File: src/rtl/dpm_pkg.sv
// Shared encodings for the demand-loaded page translation unit.
// Assumes a 16-bit table entry word and an 8-byte register window.
package dpm_pkg;
    localparam int ENT_VALID_BIT = 15;
    localparam int ENT_NX_BIT    = 14;
    localparam int ENT_WP_BIT    = 13;

    typedef enum logic [1:0] {
        FT_NONE     = 2'd0,
        FT_UNMAPPED = 2'd1,
        FT_WPROT    = 2'd2,
        FT_NOEXEC   = 2'd3
    } fault_t;

    typedef enum logic [1:0] {
        SQ_IDLE = 2'd0,
        SQ_LO   = 2'd1,
        SQ_HI   = 2'd2
    } seq_t;

    localparam logic [2:0] OFS_BASE_LO  = 3'd0;
    localparam logic [2:0] OFS_BASE_HI  = 3'd1;
    localparam logic [2:0] OFS_STATUS   = 3'd2;
    localparam logic [2:0] OFS_CTRL     = 3'd3;
    localparam logic [2:0] OFS_FADDR_LO = 3'd4;
    localparam logic [2:0] OFS_FADDR_HI = 3'd5;
endpackage

File: src/rtl/dpm_map_cache.sv
// One mapping slot per logical page, looked up by page number.
// Assumes flush and fill never need to coexist: flush wins if they do.
module dpm_map_cache #(
    parameter int PAGE_BITS = 4,
    parameter int FRAME_W   = 9
) (
    input  logic                 clk,
    input  logic                 rst_n,
    input  logic                 flush,
    input  logic                 fill_we,
    input  logic [PAGE_BITS-1:0] fill_page,
    input  logic [FRAME_W-1:0]   fill_frame,
    input  logic                 fill_wp,
    input  logic                 fill_nx,
    input  logic [PAGE_BITS-1:0] look_page,
    output logic                 hit,
    output logic [FRAME_W-1:0]   frame,
    output logic                 wp,
    output logic                 nx
);
    localparam int SLOTS = 1 << PAGE_BITS;

    logic [SLOTS-1:0]   slot_vld;
    logic [SLOTS-1:0]   slot_wp;
    logic [SLOTS-1:0]   slot_nx;
    logic [FRAME_W-1:0] slot_frame [SLOTS];

    // Valid bits: cleared by reset or flush, set by a fill.
    always_ff @(posedge clk) begin
        if (!rst_n)       slot_vld <= '0;
        else if (flush)   slot_vld <= '0;
        else if (fill_we) slot_vld[fill_page] <= 1'b1;
    end

    // Slot payload: written on every fill, no reset needed.
    always_ff @(posedge clk) begin
        if (fill_we) begin
            slot_frame[fill_page] <= fill_frame;
            slot_wp[fill_page]    <= fill_wp;
            slot_nx[fill_page]    <= fill_nx;
        end
    end

    // Lookup of the page the CPU is presenting.
    always_comb begin
        hit   = slot_vld[look_page];
        frame = slot_frame[look_page];
        wp    = slot_wp[look_page];
        nx    = slot_nx[look_page];
    end

    AST_FLUSH_EMPTIES: assert property (@(posedge clk) disable iff (!rst_n)
        flush |=> (slot_vld == '0));
    AST_FILL_MAKES_HIT: assert property (@(posedge clk) disable iff (!rst_n)
        (fill_we && !flush) |=> slot_vld[$past(fill_page)]);
endmodule

File: src/rtl/dpm_refill_seq.sv
// Reads one 16-bit table entry as two byte reads, low byte first.
// Assumes the memory acknowledges only while mem_req is high.
module dpm_refill_seq
    import dpm_pkg::*;
#(
    parameter int LA_W      = 16,
    parameter int PAGE_BITS = 4,
    parameter int PA_W      = 21
) (
    input  logic                 clk,
    input  logic                 rst_n,
    input  logic                 start,
    input  logic [PAGE_BITS-1:0] start_page,
    input  logic [LA_W-1:0]      tbl_base,
    input  logic                 mem_ack,
    input  logic [7:0]           mem_rdata,
    output logic                 mem_req,
    output logic [PA_W-1:0]      mem_addr,
    output logic                 busy,
    output logic                 done,
    output logic [15:0]          entry,
    output logic [PAGE_BITS-1:0] page
);
    seq_t                 state;
    logic [LA_W-1:0]      addr_q;
    logic [7:0]           lo_q;
    logic [PAGE_BITS-1:0] page_q;

    // Sequencer: idle -> low byte -> high byte -> idle.
    always_ff @(posedge clk) begin
        if (!rst_n) begin
            state  <= SQ_IDLE;
            addr_q <= '0;
            lo_q   <= '0;
            page_q <= '0;
        end else begin
            case (state)
                SQ_IDLE: if (start) begin
                    addr_q <= tbl_base + LA_W'({start_page, 1'b0});
                    page_q <= start_page;
                    state  <= SQ_LO;
                end
                SQ_LO: if (mem_ack) begin
                    lo_q  <= mem_rdata;
                    state <= SQ_HI;
                end
                SQ_HI: if (mem_ack) state <= SQ_IDLE;
                default: state <= SQ_IDLE;
            endcase
        end
    end

    // Port drive and the completed entry word.
    always_comb begin
        busy     = (state != SQ_IDLE);
        mem_req  = busy;
        mem_addr = PA_W'(addr_q + LA_W'(state == SQ_HI));
        done     = (state == SQ_HI) && mem_ack;
        entry    = {mem_rdata, lo_q};
        page     = page_q;
    end

    AST_REQ_HELD: assert property (@(posedge clk) disable iff (!rst_n)
        (mem_req && !mem_ack && !done) |=> (mem_req && $stable(mem_addr)));
    AST_TWO_READS: assert property (@(posedge clk) disable iff (!rst_n)
        done |-> $past(mem_req));
endmodule

File: src/rtl/dpm_regs.sv
// Register window: table base, fault latch and status read-back.
// Assumes a 16-bit logical address (base and fault address as two bytes).
module dpm_regs
    import dpm_pkg::*;
#(
    parameter int LA_W = 16
) (
    input  logic            clk,
    input  logic            rst_n,
    input  logic            acc,
    input  logic            we,
    input  logic [2:0]      ofs,
    input  logic [7:0]      wdata,
    output logic [7:0]      rdata,
    output logic [LA_W-1:0] tbl_base,
    output logic            flush,
    input  logic            set_fault,
    input  fault_t          set_type,
    input  logic [LA_W-1:0] set_addr,
    output logic            fault_pend
);
    fault_t          ftype;
    logic [LA_W-1:0] faddr;
    logic            clr;

    // Write decodes for base and fault clear.
    always_comb begin
        flush = acc && we && ((ofs == OFS_BASE_LO) || (ofs == OFS_BASE_HI));
        clr   = acc && we && (ofs == OFS_CTRL) && wdata[0];
    end

    // Table base register bytes.
    always_ff @(posedge clk) begin
        if (!rst_n) tbl_base <= '0;
        else if (acc && we && ofs == OFS_BASE_LO) tbl_base[7:0]  <= wdata;
        else if (acc && we && ofs == OFS_BASE_HI) tbl_base[15:8] <= wdata;
    end

    // Fault latch: set once, held until cleared.
    always_ff @(posedge clk) begin
        if (!rst_n) begin
            fault_pend <= 1'b0;
            ftype      <= FT_NONE;
            faddr      <= '0;
        end else if (clr) begin
            fault_pend <= 1'b0;
            ftype      <= FT_NONE;
        end else if (set_fault && !fault_pend) begin
            fault_pend <= 1'b1;
            ftype      <= set_type;
            faddr      <= set_addr;
        end
    end

    // Read mux for the window.
    always_comb begin
        case (ofs)
            OFS_BASE_LO:  rdata = tbl_base[7:0];
            OFS_BASE_HI:  rdata = tbl_base[15:8];
            OFS_STATUS:   rdata = {fault_pend, 1'b0, ftype, 4'b0000};
            OFS_FADDR_LO: rdata = faddr[7:0];
            OFS_FADDR_HI: rdata = faddr[15:8];
            default:      rdata = 8'h00;
        endcase
        if (!acc) rdata = 8'h00;
    end

    AST_FAULT_HOLDS: assert property (@(posedge clk) disable iff (!rst_n)
        (fault_pend && !clr) |=> fault_pend);
    AST_FAULT_CLEARS: assert property (@(posedge clk) disable iff (!rst_n)
        clr |=> !fault_pend);
endmodule

File: src/rtl/demand_page_mmu.sv
// Top: translates CPU pages through the slot cache, refills on a miss
// by stalling cpu_rdy, and checks write-protect and no-execute.
// Assumes the CPU holds address and access type while cpu_rdy is low.
module demand_page_mmu
    import dpm_pkg::*;
#(
    parameter int          LA_W     = 16,
    parameter int          OFF_W    = 12,
    parameter int          FRAME_W  = 9,
    parameter logic [15:0] WIN_BASE = 16'hFFF8,
    parameter int          WIN_LOG2 = 3
) (
    input  logic                     clk,
    input  logic                     rst_n,
    input  logic                     cpu_valid,
    input  logic [LA_W-1:0]          cpu_addr,
    input  logic                     cpu_we,
    input  logic                     cpu_fetch,
    input  logic [7:0]               cpu_wdata,
    output logic [7:0]               cpu_rdata,
    output logic                     cpu_rdy,
    output logic [FRAME_W+OFF_W-1:0] phys_addr,
    output logic                     fault,
    output logic                     mem_req,
    output logic [FRAME_W+OFF_W-1:0] mem_addr,
    input  logic [7:0]               mem_rdata,
    input  logic                     mem_ack
);
    localparam int PAGE_BITS = LA_W - OFF_W;
    localparam int PA_W      = FRAME_W + OFF_W;

    logic                 in_win, xl_acc, hit, c_wp, c_nx;
    logic                 viol_wp, viol_nx, start, busy, done, flush;
    logic                 ent_ok, set_fault, fault_pend;
    logic [PAGE_BITS-1:0] page, fill_page;
    logic [FRAME_W-1:0]   c_frame;
    logic [15:0]          entry;
    logic [LA_W-1:0]      tbl_base;
    fault_t               set_type;

    // Address classification and rule checks on the cached entry.
    always_comb begin
        in_win  = cpu_addr[LA_W-1:WIN_LOG2] == WIN_BASE[LA_W-1:WIN_LOG2];
        xl_acc  = cpu_valid && !in_win;
        page    = cpu_addr[LA_W-1:OFF_W];
        viol_wp = hit && cpu_we && c_wp;
        viol_nx = hit && cpu_fetch && c_nx;
        start   = xl_acc && !fault_pend && !hit && !busy;
        ent_ok  = entry[ENT_VALID_BIT];
    end

    // Fault source selection.
    always_comb begin
        set_fault = xl_acc && !fault_pend &&
                    ((viol_wp || viol_nx) || (done && !ent_ok));
        if (done && !ent_ok) set_type = FT_UNMAPPED;
        else if (viol_nx)    set_type = FT_NOEXEC;
        else                 set_type = FT_WPROT;
    end

    // CPU-facing outputs.
    always_comb begin
        cpu_rdy   = (cpu_valid && in_win) ||
                    (!fault_pend && (!cpu_valid || (hit && !viol_wp && !viol_nx)));
        phys_addr = in_win ? PA_W'(cpu_addr) : {c_frame, cpu_addr[OFF_W-1:0]};
        fault     = fault_pend;
    end

    dpm_map_cache #(.PAGE_BITS(PAGE_BITS), .FRAME_W(FRAME_W)) u_cache (
        .clk(clk), .rst_n(rst_n), .flush(flush),
        .fill_we(done && ent_ok), .fill_page(fill_page),
        .fill_frame(entry[FRAME_W-1:0]), .fill_wp(entry[ENT_WP_BIT]),
        .fill_nx(entry[ENT_NX_BIT]), .look_page(page),
        .hit(hit), .frame(c_frame), .wp(c_wp), .nx(c_nx)
    );

    dpm_refill_seq #(.LA_W(LA_W), .PAGE_BITS(PAGE_BITS), .PA_W(PA_W)) u_seq (
        .clk(clk), .rst_n(rst_n), .start(start), .start_page(page),
        .tbl_base(tbl_base), .mem_ack(mem_ack), .mem_rdata(mem_rdata),
        .mem_req(mem_req), .mem_addr(mem_addr), .busy(busy), .done(done),
        .entry(entry), .page(fill_page)
    );

    dpm_regs #(.LA_W(LA_W)) u_regs (
        .clk(clk), .rst_n(rst_n), .acc(cpu_valid && in_win), .we(cpu_we),
        .ofs(cpu_addr[2:0]), .wdata(cpu_wdata), .rdata(cpu_rdata),
        .tbl_base(tbl_base), .flush(flush), .set_fault(set_fault),
        .set_type(set_type), .set_addr(cpu_addr), .fault_pend(fault_pend)
    );

    AST_REFILL_ON_MISS: assert property (@(posedge clk) disable iff (!rst_n)
        $rose(mem_req) |-> $past(cpu_valid && !in_win && !hit));
    AST_FAULT_STALLS: assert property (@(posedge clk) disable iff (!rst_n)
        (fault && cpu_valid && !in_win) |=> (fault || !$past(fault)));
endmodule

File: config.mk
export PLATFORM = sky130hd
export DESIGN_NAME = demand_page_mmu
export DESIGN_NICKNAME = d
export VERILOG_FILES = /design/src/rtl/dpm_pkg.sv /design/src/rtl/dpm_map_cache.sv /design/src/rtl/dpm_refill_seq.sv /design/src/rtl/dpm_regs.sv /design/src/rtl/demand_page_mmu.sv
export SDC_FILE = /design/constraint.sdc
export NUM_CORES = 1
export LEC_CHECK = 0
export BUFFER_PORTS_ARGS = -buffer_cell sky130_fd_sc_hd__buf_2
export CAP_MARGIN = 15
export CORE_MARGIN = 2
export CORE_UTILIZATION = 30
export CTS_BUF_LIST = sky130_fd_sc_hd__clkbuf_16
export CTS_CLUSTER_SIZE = 24
export DETAILED_ROUTE_END_ITERATION = 12
export SLEW_MARGIN = 20
export SYNTH_ARGS = -nofsm -noshare
export SYNTH_HDL_FRONTEND = slang
export SYNTH_SLANG_ARGS = --single-unit
File: constraint.sdc
create_clock -name clk -period 2.9 [get_ports clk]
set_input_delay 0.145 -clock clk [delete_from_list [all_inputs] [get_ports clk]]
set_output_delay 0.145 -clock clk [all_outputs]
set_load 0.01 [all_outputs]
Word-level counts from Yosys, hierarchy flattened
Memories as Yosys holds them, arrays and structs flattened.
Index checks and enable logic that the tools add are counted.
{"block": "totals", "n_memories": 1, "wordCells": 101, "out_inout_bits": 53, "reg_bits": 113, "ram_bits": 144, "in_bits": 38}
{"block": "classes", "mux": 21, "bitwise": 4, "reduce_logical": 47, "magnitude_cmp": 3, "eq_ne": 11, "n_addsub": 2}
{"memory": "u_cache.slot_frame", "depth": 16, "word_bits": 9, "read_ports": 1, "rd_ports_with_merged_regs": 0, "wr": 1, "line_no": "dpm_map_cache.sv:26", "rtl": "logic [FRAME_W-1:0] slot_frame [SLOTS];"}
{"operator": "one-hot mux 8 bit (5 select lines)", "count": 1}
{"operator": "bitwise mux 16 bit", "count": 2}
{"operator": "logical AND 1 bit", "count": 24}
{"operator": "two-way mux 21 bit", "count": 1}
{"operator": "adder 16 x 1 -> 17 bit", "count": 1}
{"operator": "adder 16 x 5 -> 16 bit", "count": 1}
{"operator": "OR 16 bit", "count": 1}
{"operator": "== test 13 bit (second input constant)", "count": 1}
{"operator": "binary-select mux 1 bit (select 4 bit)", "count": 3}
{"operator": "less-than comparator 4 x 5 -> 1 bit (second input constant)", "count": 2}
{"operator": "logical NOT 1 bit", "count": 8}
{"operator": "two-way mux 2 bit", "count": 4}
{"operator": "two-way mux 8 bit", "count": 1}
{"operator": "AND reduction 2 bit", "count": 4}
{"operator": "two-way mux 1 bit", "count": 7}
{"operator": "== test 3 x 2 -> 1 bit (second input constant)", "count": 2}
{"operator": "== test 3 bit (second input constant)", "count": 2}
{"operator": "inequality test 2 bit (second input constant)", "count": 3}
{"operator": "one-hot mux 2 bit (3 select lines)", "count": 1}
{"operator": "logical OR 1 bit", "count": 5}
{"operator": "demux 1 bit (select 4 bit)", "count": 1}
{"operator": ">= comparator 4 x 1 -> 1 bit (second input constant)", "count": 1}
{"operator": "OR reduction 2 bit", "count": 2}
{"operator": "== test 3 x 1 -> 1 bit (second input constant)", "count": 1}
{"operator": "other kinds (7)", "count": 9}

Logic depth before layout (Yosys ltp)
{"block": "logic_depth", "word_depth": 10, "depth_mapped": 10, "depth_no_buf": 9}

Hierarchy
From an unflattened synthesis, not the netlist that was laid out.
{"block": "hier_totals", "cells_unflattened": 785, "area_unflattened_um2": 11113.2}
{"mod": "dpm_map_cache", "area_per_inst_um2": 7335.8, "instances": 1, "cells_per_inst": 336, "seq_area_each_um2": 5605.4}
{"mod": "dpm_refill_seq", "area_per_inst_um2": 1775.5, "instances": 1, "cells_per_inst": 223, "seq_area_each_um2": 600.6}
{"mod": "dpm_regs", "area_per_inst_um2": 1732.9, "instances": 1, "cells_per_inst": 187, "seq_area_each_um2": 700.7}
{"mod": "demand_page_mmu", "area_per_inst_um2": 269.0, "instances": 1, "cells_per_inst": 39, "seq_area_each_um2": 0.0}

Least setup slack after synthesis
Ideal clock, no wire load.
{"block": "synth_path", "path_kind": "register to register", "from": "register u_seq.state[1]", "to": "memory u_cache.slot_frame[0][0], enable pin", "setup_time_ns": 0.396, "slack_ns": 0.592, "n_path_buf": 0, "period_less_slack_ns": 2.308, "arrival_ns": 1.912, "path_stages_with_launch": 5, "required_ns": 2.504, "cell_sequence": "dfxtp_1 nor2b_1 nand3_1 or3_1 nor3_1"}
{"block": "synth_between", "elab_chain_len": 5}
{"element": "from (decl)", "line_no": "dpm_refill_seq.sv:24", "rtl": "seq_t state;"}
{"element": "from (signal assigned)", "line_no": "dpm_refill_seq.sv:32", "rtl": "state <= SQ_IDLE;"}
{"element": "from (signal assigned)", "line_no": "dpm_refill_seq.sv:41", "rtl": "state <= SQ_LO;"}
{"element": "from (signal assigned)", "line_no": "dpm_refill_seq.sv:45", "rtl": "state <= SQ_HI;"}
{"element": "== test 2 bit", "line_no": "dpm_refill_seq.sv:58", "rtl": "done = (state == SQ_HI) && mem_ack;"}
{"element": "logical AND 1 bit", "line_no": "dpm_refill_seq.sv:58"}
{"element": "logical AND 1 bit", "line_no": "demand_page_mmu.sv:71", "rtl": ".fill_we(done && ent_ok), .fill_page(fill_page),"}
{"element": "two-way mux 1 bit", "line_no": "dpm_map_cache.sv:37", "rtl": "if (fill_we) begin"}
{"element": "two-way mux 1 bit (not written as such)", "line_no": "dpm_map_cache.sv:38", "rtl": "slot_frame[fill_page] <= fill_frame;"}
{"element": "to (decl)", "line_no": "dpm_map_cache.sv:26"}
No other way between the ends.

Final worst setup path
{"block": "layout_path", "from": "register u_seq.state[1]", "to": "output mem_addr[14]"}
{"block": "layout_between", "elab_chain_len": 2}
{"element": "== test 2 bit", "line_no": "dpm_refill_seq.sv:57", "rtl": "mem_addr = PA_W'(addr_q + LA_W'(state == SQ_HI));"}
{"element": "adder 16 x 1 -> 17 bit", "line_no": "dpm_refill_seq.sv:57"}
{"element": "to (decl)", "line_no": "demand_page_mmu.sv:25", "rtl": "output logic [FRAME_W+OFF_W-1:0] mem_addr,"}
No other way between the ends.

==> impl_results.rst <==
.. list-table::
   :header-rows: 1

   * - Metric
     - Value
   * - Most instantiated flip-flop cell in the synthesis netlist
     - sky130_fd_sc_hd__edfxtp_1
   * - Sequential share of the synthesized area
     - 0.625
   * - Worst hold-check path type
     - input port to flop
   * - Largest net degree at the start of global routing
     - 39
   * - Initial standard-cell utilization of the core
     - 0.303
   * - Via count of the first global-routing pass
     - about 6600
   * - Post-route DRC
     - 0
   * - Async set-or-reset flop fraction in the synthesized netlist
     - 0
   * - Data arrival time at the worst-slack endpoint
     - 2.50 ns
   * - Overall Global Routing Usage
     - 0.136
   * - Cell variety after synth
     - 58
   * - Worst stage delay on the critical path
     - 0.35 ns
   * - Area fraction in compound gates after synthesis
     - 0.0432
   * - DP Wirelength
     - approximately 17 mm
   * - Master cell of the clock root buffer
     - sky130_fd_sc_hd__clkbuf_16
   * - Ordered cell list for the critical path
     - nor2b_2 -> ha_2 -> ha_1 -> nand2_1 -> nor3_2 -> nand4_1 -> nor2_1 -> xor2_1 -> buf_2
   * - Post-DP Area
     - 0.0121 sq mm
   * - Post-detailed-routing wire length
     - between 20 and 30 mm
   * - Max Cap Violations
     - 0
   * - Height of the chip
     - about 200 um
   * - Detailed Route Iter0 Violations
     - between 400 and 500
   * - Finished Core Util
     - 0.367
   * - Final std cell area, no fill
     - ~0.013 sq mm
   * - Die Footprint
     - between 0.03 and 0.04 sq mm
   * - Net total in the final layout
     - between 900 and 1000
   * - Clock input transition at the sequential cells of the worst setup and hold paths
     - approximately 0.070 ns
   * - Number of fillers in the final layout
     - around 3400
   * - Critical Path Source Type
     - flop
   * - Clock sink count
     - 257
   * - Setup violations, final
     - 0
   * - Horizontal extent of the die
     - between 150 and 200 um
   * - Reg-to-reg startpoint
     - u_cache.slot_nx[6]
   * - Maximum buffer depth of the clock tree
     - 3
   * - Number of hold-slack violations in the final timing report
     - 0
   * - Rows
     - 70
   * - Maximum operating frequency
     - about 380 MHz
   * - Min-delay src
     - cpu_addr[12]
   * - R2R setup slack
     - about 0.26 ns
   * - Final-report max-slew violation count
     - 0
   * - Core region area
     - ~0.036 sq mm
   * - Total vias in the final route
     - about 6700
   * - Area occupied by registers
     - approximately 0.007 sq mm
   * - Number of buffers created by CTS
     - 25
   * - Seq cells post-synth
     - between 200 and 300
   * - Top-level I/O count
     - roughly 90
   * - Post-Synth Simple-Gate Area
     - 0.0912
   * - Worst Setup End Kind
     - primary output
   * - Commonest cells after routing, fill and taps aside
     - 176 x sky130_fd_sc_hd__edfxtp_1, 85 x sky130_fd_sc_hd__buf_2, 81 x sky130_fd_sc_hd__dfxtp_1
   * - Clock insertion delay at the later pin of the skew report
     - approximately 0.54 ns
   * - Fraction of the mapped netlist area in adder cells
     - 0.00861
   * - Most common cell after layout, fill and taps aside
     - sky130_fd_sc_hd__edfxtp_1
   * - Type of the worst setup path
     - flop to primary output
   * - Leakage power total
     - 0.00506 uW
   * - Maximum clock skew at final layout
     - around 0.015 ns
   * - Number of nets with antenna violations after detailed routing
     - 0
   * - Worst Tran Pin Value
     - roughly 0.85 ns
   * - Warnings from Yosys
     - 0
   * - Post-synth EDFFs
     - ~180
   * - Start point of the critical path
     - u_seq.state[1]
   * - Max stage delay cell, worst path
     - sky130_fd_sc_hd__dfxtp_1
   * - CP Max Fanout
     - 4
   * - Total area of multi-input combinational cells
     - 0.00384 sq mm
   * - Synth-to-layout area growth
     - 20.9%
   * - Time the final worst path needs with I/O delays and setup
     - around 2.6 ns
   * - Cell count after synthesis
     - 751
   * - Remaining global-route overflow
     - 0
   * - Total power
     - about 7700 uW
   * - Final period utilization
     - 0.914
   * - Main combinational cell family by area after synthesis
     - multiplexers
   * - Worst path top cell family by delay
     - simple AND/OR/NAND/NOR gates
   * - Worst IR drop on VDD
     - about 0.39 mV
   * - Buffers on Ports
     - between 80 and 90
   * - Relative max-transition margin
     - 0.431
   * - Netlist area before placement
     - ~0.011 sq mm
   * - Proportion of synthesized area in mux cells
     - 0.178
   * - Area share of xor/xnor cells in the synthesized design
     - 0.0206
   * - Count of inserted antenna diode cells
     - 0
   * - Outcome
     - finished, final reports clean
   * - Final routed wire length divided by cell count
     - 19.0 um
   * - Final weighted congestion of routability-driven global placement
     - 0.814
   * - Buffer and inverter count on the worst path
     - 1
   * - Endpoint required time on the critical path
     - 2.76 ns
   * - TritonCTS clock tree
     - done
   * - Detail-routed via count per cell
     - 4.83
   * - DR pass1 iterations
     - 4
   * - Power per standard cell area
     - between 500 and 600 mW/mm^2
   * - Global-route wire length before repair
     - between 30 and 40 mm
   * - Synth Area per Inst
     - 14.7 sq um
   * - Antenna violations before repair
     - 0
   * - Share of cells above drive strength 1
     - 0.276
   * - Htree depth
     - 1
## layout make-up
class                      count  share of cell area
timing repair buffer         164              0.0860
clock inverter                21              0.0157
inverter                      10             0.00281
sequential                   257               0.517
multi-input combinational    435               0.288
clock buffer                  25              0.0468
tap                          468              0.0438
## timing repair
action | CTS | global route
hold buffers | 37 | 0
setup endpoints to repair | 3 | 3
gates resized for setup | 2 | 3
pin swaps | 0 | 2
setup buffers | 0 | 0
endpoints found under the hold margin | 56 | 0
## Yosys cell counts, drive strengths merged (10+ instances only)
| cell type | count | area [sq um] |
|---|---|---|
| a211oi | 11 | 113 |
| a21oi | 12 | 71.3 |
| buf | 38 | 269 |
| clkbuf | 14 | 52.6 |
| dfxtp | 81 | 1620 |
| edfxtp | 176 | 5290 |
| inv | 10 | 37.5 |
| mux2i | 70 | 704 |
| mux4 | 55 | 1240 |
| nand2 | 52 | 195 |
| nand3 | 19 | 95.1 |
| nor2 | 72 | 275 |
| nor3 | 10 | 50.1 |
| o21a | 17 | 128 |
| xnor2 | 17 | 149 |
## power breakdown
part	total [uW]	switching (uW)	leakage, uW	internal, uW
sequential	3980	47.5	0.00243	3930
combinational	487	264	0.00222	223
clock	3260	1400	0.000403	1860
total	7730	1710	0.00506	6010
## metrics by stage
stage,setup WS [ns],cells,setup TNS [ns],hold slack (ns)
floorplan,0.592,754,0,0.244
global placement,0.400,1297,0,0.380
detailed placement,0.368,1297,0,0.392
CTS,0.0490,1380,0,0.0000628
global route,-0.00738,1380,-0.00738,0.0129
finish,0.251,1380,0,0.0129
## worst register-to-register path: stages (launching register included)
cell and delay, ns:
sky130_fd_sc_hd__edfxtp_1 0.35, sky130_fd_sc_hd__mux4_2 0.49, sky130_fd_sc_hd__nor2_1 0.11, sky130_fd_sc_hd__a311o_1 0.14, sky130_fd_sc_hd__nand3_1 0.22, sky130_fd_sc_hd__a21oi_4 0.28
sky130_fd_sc_hd__buf_12 0.20, sky130_fd_sc_hd__mux2i_1 0.20, sky130_fd_sc_hd__dlygate4sd3_1 0.58
## metal layers
| layer | vias up | GRT usage | share of wire |
|---|---|---|---|
| met1 | 3398 | 0.182 | 0.45 |
| met3 | 28 | 0.0187 | 0.040 |
| met2 | 126 | 0.233 | 0.49 |
| met5 | - | 0 | 0 |
| met4 | 0 | 0.0351 | 0.018 |
| li1 | 3109 | - | - |
## sequential cells by signal (all words and copies together), names as in the netlist
register and cells:
u_seq.lo_q 8, u_seq.page 4, u_cache.slot_frame 144, u_regs.tbl_base 16, u_seq.addr_q 16, u_cache.slot_wp 16, u_seq.state 2, u_cache.slot_nx 16
u_cache.slot_vld 16, u_regs.fault_pend 1, u_regs.ftype 2, u_regs.faddr 16
## cell families after synthesis
kind of cell,count (synthesis)
flip-flops,257
AND/OR/NAND/NOR,208
multiplexers,127
AO/OA/AOI/OAI,63
buffers and inverters,62
XOR/XNOR,26
adder cells (fa/ha/maj),7
other,1
## worst paths after layout
| kind | to | depth (start not counted) |
|---|---|---|
| worst min register to register | u_cache.slot_vld[9] | 1 |
| worst max register to register | u_regs.faddr[6] | 8 |
| worst min-delay path | u_regs.faddr[12] | 3 |
| worst max-delay path | mem_addr[14] | 9 |
Power figures use the tool's default switching activity.
